--- src/rtl/i2f_pkg.sv ---
package i2f_pkg;
    localparam int DEF_IN_W   = 8;
    localparam int DEF_EXP_W  = 5;
    localparam int DEF_FRAC_W = 6;
    localparam int DEF_BIAS   = 15;
endpackage

--- src/rtl/i2f_magnitude.sv ---
module i2f_magnitude #(
    parameter int IN_W = i2f_pkg::DEF_IN_W
) (
    input  logic [IN_W-1:0] value,
    output logic            sgn,
    output logic [IN_W-1:0] mag
);
    // Two's-complement negation; the most negative value maps onto itself,
    // which read as unsigned is exactly its magnitude.
    always_comb begin
        sgn = value[IN_W-1];
        mag = sgn ? (~value + 1'b1) : value;
    end
endmodule

--- src/rtl/i2f_lead_one.sv ---
module i2f_lead_one #(
    parameter int IN_W  = i2f_pkg::DEF_IN_W,
    localparam int POS_W = (IN_W > 1) ? $clog2(IN_W) : 1
) (
    input  logic [IN_W-1:0]  mag,
    output logic             nz,
    output logic [POS_W-1:0] pos
);
    // Ascending scan: the last hit is the highest set bit.
    always_comb begin
        nz  = 1'b0;
        pos = '0;
        for (int i = 0; i < IN_W; i++) begin
            if (mag[i]) begin
                nz  = 1'b1;
                pos = POS_W'(i);
            end
        end
    end
endmodule

--- src/rtl/i2f_pack.sv ---
module i2f_pack #(
    parameter int IN_W   = i2f_pkg::DEF_IN_W,
    parameter int EXP_W  = i2f_pkg::DEF_EXP_W,
    parameter int FRAC_W = i2f_pkg::DEF_FRAC_W,
    parameter int BIAS   = i2f_pkg::DEF_BIAS,
    localparam int POS_W  = (IN_W > 1) ? $clog2(IN_W) : 1,
    localparam int WORD_W = 1 + EXP_W + FRAC_W
) (
    input  logic              sgn,
    input  logic              nz,
    input  logic [POS_W-1:0]  pos,
    input  logic [IN_W-1:0]   mag,
    output logic [WORD_W-1:0] word
);
    logic [POS_W-1:0]  shamt;
    logic [IN_W-1:0]   norm;
    logic [FRAC_W-1:0] frac;
    logic [EXP_W-1:0]  expo;

    always_comb begin
        shamt = POS_W'(IN_W - 1) - pos;
        norm  = mag << shamt;
        // Leading one at bit pos means the value is 0.1... x 2^(pos+1).
        expo  = EXP_W'(pos) + EXP_W'(BIAS + 1);
    end

    generate
        if (FRAC_W <= IN_W) begin : g_trunc
            assign frac = FRAC_W'(norm >> (IN_W - FRAC_W));
        end else begin : g_pad
            assign frac = {norm, {(FRAC_W - IN_W){1'b0}}};
        end
    endgenerate

    always_comb word = nz ? {sgn, expo, frac} : '0;
endmodule

--- src/rtl/int_to_float12.sv ---
module int_to_float12 #(
    parameter int IN_W   = i2f_pkg::DEF_IN_W,
    parameter int EXP_W  = i2f_pkg::DEF_EXP_W,
    parameter int FRAC_W = i2f_pkg::DEF_FRAC_W,
    parameter int BIAS   = i2f_pkg::DEF_BIAS,
    localparam int POS_W  = (IN_W > 1) ? $clog2(IN_W) : 1,
    localparam int WORD_W = 1 + EXP_W + FRAC_W
) (
    input  logic              clk,
    input  logic              rst,
    input  logic              in_valid,
    input  logic [IN_W-1:0]   in_int,
    output logic              out_valid,
    output logic [WORD_W-1:0] out_word
);
    typedef struct packed {
        logic            vld;
        logic            sgn;
        logic [IN_W-1:0] mag;
    } st1_t;

    typedef struct packed {
        logic             vld;
        logic             sgn;
        logic             nz;
        logic [POS_W-1:0] pos;
        logic [IN_W-1:0]  mag;
    } st2_t;

    typedef struct packed {
        logic              vld;
        logic [WORD_W-1:0] word;
    } st3_t;

    typedef struct packed {
        st1_t s1;
        st2_t s2;
        st3_t s3;
    } pipe_t;

    pipe_t pipe_d, pipe_q;

    logic              m_sgn;
    logic [IN_W-1:0]   m_mag;
    logic              l_nz;
    logic [POS_W-1:0]  l_pos;
    logic [WORD_W-1:0] p_word;

    i2f_magnitude #(.IN_W(IN_W)) u_mag (
        .value (in_int),
        .sgn   (m_sgn),
        .mag   (m_mag)
    );

    i2f_lead_one #(.IN_W(IN_W)) u_lod (
        .mag (pipe_q.s1.mag),
        .nz  (l_nz),
        .pos (l_pos)
    );

    i2f_pack #(.IN_W(IN_W), .EXP_W(EXP_W), .FRAC_W(FRAC_W), .BIAS(BIAS)) u_pack (
        .sgn  (pipe_q.s2.sgn),
        .nz   (pipe_q.s2.nz),
        .pos  (pipe_q.s2.pos),
        .mag  (pipe_q.s2.mag),
        .word (p_word)
    );

    always_comb begin
        pipe_d        = pipe_q;
        pipe_d.s1.vld = in_valid;
        pipe_d.s1.sgn = m_sgn;
        pipe_d.s1.mag = m_mag;
        pipe_d.s2.vld = pipe_q.s1.vld;
        pipe_d.s2.sgn = pipe_q.s1.sgn;
        pipe_d.s2.nz  = l_nz;
        pipe_d.s2.pos = l_pos;
        pipe_d.s2.mag = pipe_q.s1.mag;
        pipe_d.s3.vld = pipe_q.s2.vld;
        pipe_d.s3.word = p_word;
    end

    always_ff @(posedge clk) begin
        if (rst) pipe_q <= '0;
        else     pipe_q <= pipe_d;
    end

    assign out_valid = pipe_q.s3.vld;
    assign out_word  = pipe_q.s3.word;

    localparam int EXP_LSB = FRAC_W;
    localparam int EXP_MSB = FRAC_W + EXP_W - 1;

    // Valid walks one stage per cycle into the output register.
    assert_valid_step_R8: assert property (@(posedge clk) disable iff (rst)
        pipe_q.s2.vld |=> out_valid)
        else $error("valid lost between stage 2 and output");

    assert_lead_frac_R3: assert property (@(posedge clk) disable iff (rst)
        (out_valid && out_word[EXP_MSB:EXP_LSB] != '0) |-> out_word[FRAC_W-1])
        else $error("nonzero result not normalized");

    assert_zero_word_R5: assert property (@(posedge clk) disable iff (rst)
        (out_valid && out_word[EXP_MSB:EXP_LSB] == '0) |-> (out_word == '0))
        else $error("zero exponent with stray bits");

    assert_exp_range_R2: assert property (@(posedge clk) disable iff (rst)
        (out_valid && out_word[EXP_MSB:EXP_LSB] != '0) |->
        (int'(out_word[EXP_MSB:EXP_LSB]) >= BIAS + 1 &&
         int'(out_word[EXP_MSB:EXP_LSB]) <= BIAS + IN_W))
        else $error("exponent outside the reachable range");

    assert_sign_nonzero_R4: assert property (@(posedge clk) disable iff (rst)
        (out_valid && out_word[WORD_W-1]) |-> (out_word[EXP_MSB:EXP_LSB] != '0))
        else $error("negative sign on a zero word");
endmodule

--- config.mk ---
export PLATFORM = sky130hd
export DESIGN_NAME = int_to_float12
export DESIGN_NICKNAME = d
export VERILOG_FILES = /design/src/rtl/i2f_pkg.sv /design/src/rtl/i2f_magnitude.sv /design/src/rtl/i2f_lead_one.sv /design/src/rtl/i2f_pack.sv /design/src/rtl/int_to_float12.sv
export SDC_FILE = /design/constraint.sdc
export NUM_CORES = 1
export LEC_CHECK = 0
export BUFFER_PORTS_ARGS = -buffer_cell sky130_fd_sc_hd__buf_2
export CORE_ASPECT_RATIO = 0.5
export CORE_MARGIN = 3
export CORE_UTILIZATION = 45
export DETAILED_ROUTE_END_ITERATION = 8
export PLACE_DENSITY = 0.65
export SLEW_MARGIN = 40
export SYNTH_ARGS = -nofsm -noshare
export SYNTH_HDL_FRONTEND = slang
export SYNTH_HIERARCHICAL = 1
export SYNTH_SLANG_ARGS = --single-unit
--- constraint.sdc ---
create_clock -name clk -period 3.2 [get_ports clk]
set_input_delay 0.16 -clock clk [delete_from_list [all_inputs] [get_ports clk]]
set_output_delay 0.16 -clock clk [all_outputs]
set_load 0.05 [all_outputs]
==> results.md <==
* Worst Setup SP: pipe_q[21]
* Total negative slack at 0 ns
* Synth cell types at 31
* CP arrival at 1.68 ns
* Crit path kind: register to register
* Seq/Total Area, Yosys at 46.5%
* Lkg Pwr at 0.000714 µW
* Fill cells at 304
* DRT iter0 DRCs at 18
* Synthesis Warnings at 6
* Count of nets after finishing at 182
* Final Cycle Share at 47.7%
* Fmax at 0.655 GHz
* Core Util, Final at 53.1%
* Synth top area cells: dfxtp_1, nor2b_1, buf_4
* Remaining DRCs at 0
* Synth Area per Inst at 9.96 µm²
* R2R depth at 4
* Hpwl dp at 1.59 mm
* CORE AREA at 0.00319 mm²
* DP Cell Count at 211
* GRT overflow at 0
* Pin count of the biggest net entering global routing at 38
* Peak supply drop at 0.000155 V
* EDFF count, synth at 0
* H-Tree Depth at 2
* Critical R2R Launch: pipe_q[21]
* Crit-path max FO at 13
* RR Endpoint: out_word[4]
* Cell count after synthesis at 160
* Number of port buffers at 23
* All-Layer GR Usage at 10.7%
* Global-route wire length before repair at 3.55 mm
* Slew Limit Fails at 0
* Sink Count at 37
* Vias in the first global route at 817
* Area growth from synthesis to layout at 6.12%
* Initial antenna violation count at 0
* Max_cap viols at 0
* Drt via density at 4.32
* Post CTS Setup Buffer Count at 0
* Synth area leader: dfxtp_1
* Antenna diodes at 0
* Die W at 90.2 µm
* Vias at 946
* PwrDens at 542 mW/mm²
* Dominant synthesized flop cell: dfxtp_1
* FF+latch count, synth at 37
* Resize count post-CTS at 0
* Clock slew seen by the registers of the worst setup and hold paths at 0.07 ns
* Avg WL per Cell at 9.87 µm
* Type of origin of the critical path: register
* Share of cells above drive strength 1 at 24.6%
* Initial Util at 50.0%
* Worst clock skew at 0.00563 ns
* CTS buffer count at 5
* Worst setup path endpoint: out_word[4]
* Hold Vio Cnt, Final at 0
* # rows at 14
* WP data required at 3.35 ns
* Placer congestion estimate at 0.814
* Post-synth top area share at 46.5%
* Top-level I/O count at 24
* Worst setup EP type: register
* Remaining antenna violation count at 0
* Post-Syn Area at 0.00159 mm²
* Die Span Y at 48.1 µm
* CTS Buffer Depth at 2
* Die footprint at 0.00434 mm²
* Fin cells at 219
* Count of final setup violators at 0
* CTS tree: done
* RSZ-0062 raised after global routing: no
* TritonRoute pass-1 iters at 4
* Reg2reg setup slack at 1.67 ns
* Syn Nets at 172
* CTS root buf: clkbuf_8
* Min-delay worst type: primary input to register
* Status: finished, final reports clean
* Worst slew margin at 63.1%
* Wirelength, routed at 2.16 mm
* Worst-margin pin slew at 0.553 ns
* Clock Latency Late Sink at 0.28 ns
* Fraction of registers with async set/reset at 0%
* Crit path time final at 1.53 ns
* # hold bufs at CTS at 0
cells in the mapped netlist (3+ instances only):
cell / number
inv_1: 6
nand2_1: 5
nor2_1: 6
buf_4: 16
mux2i_1: 8
nand2b_1: 3
xnor2_1: 5
a21oi_1: 4
nor2b_1: 30
dfxtp_1: 37
buf_6: 4
o21ai_0: 4
and2b_2: 8
layout make-up:
class                           instances  area (µm²)  area share [%]
Sequential cell                        37         741            43.8
Multi-Input combinational cell         96         662            39.1
Timing Repair Buffer                   23         115            6.80
Clock buffer                            6        72.6            4.29
Tap cell                               48        60.1            3.55
Inverter                                7        26.3            1.55
Clock inverter                          2        15.0           0.888
worst max-delay path, stage by stage (launching register included):
cell     delay [ns]
dfxtp_1        0.65
and2b_2        0.29
a22oi_1        0.24
o21ai_1        0.10
nor2b_1        0.12
power by group:
group	internal (µW)	switching [µW]	leakage, µW
Clock	153	155	0.0000374
Sequential	485	21.8	0.000304
Combinational	48.3	54.5	0.000373
Total	686	231	0.000714
registers in the layout (all words and copies together), names as in the netlist:
name       count
pipe_d        11
pipe_q        13
out_valid      1
out_word      12
cell usage in the layout, fill, tap and decap left out, types with 2 or more instances in the layout:
cell,n
and2b_2,8
buf_2,23
o21ai_0,4
o21ai_1,2
clkbuf_8,5
clkinvlp_4,2
o31ai_1,2
nand2_1,5
and2_1,2
inv_1,6
a21oi_1,4
xnor2_1,5
mux2i_1,8
nand2b_1,3
nor2_1,6
or3_1,2
nor2b_1,30
mux2_2,2
dfxtp_1,37
o22a_1,2
cell families (layout without fill, tap and decap cells):
family	Yosys count	after routing	synth area share, %
buffers and inverters	27	38	12.0
other	1	1	0.235
flip-flops	37	37	46.5
adder cells (fa/ha/maj)	1	1	0.785
multiplexers	10	10	6.44
AO/OA/AOI/OAI	18	18	7.54
AND/OR/NAND/NOR	61	61	23.8
XOR/XNOR	5	5	2.75
how the worst min path moves through the flow:
stage / slack, ns / to / start / cells after the start
6_report: 0.08 / pipe_d[26] / in_valid / 2
5_1_grt: 0.10 / pipe_d[26] / in_valid / 2
4_1_cts: 0.07 / pipe_d[26] / in_valid / 2
3_5_place_dp: 0.37 / pipe_d[26] / in_valid / 2
3_3_place_gp: 0.38 / pipe_d[26] / in_valid / 2
2_1_floorplan: 0.29 / pipe_d[26] / in_valid / 1
layer usage:
metal  vias to the layer above  wire (µm)  GRT usage [%]
met4                         0         13           6.38
met3                         2        164           4.55
met5                         -          0              0
met2                        32        893           16.4
li1                        519          -              -
met1                       393       1090           13.0
per-stage QoR:
stage	total power, µW	hold WS, ns	worst slack, ns	instance area (µm²)
after detailed placement	621	0.373	1.69	1600
after floorplan	608	0.288	1.99	1590
after global placement	618	0.376	1.73	1600
after CTS	927	0.0700	1.68	1690
final	917	0.0805	1.67	1690
after global routing	958	0.102	1.52	1690
Power figures use the tool's default switching activity.
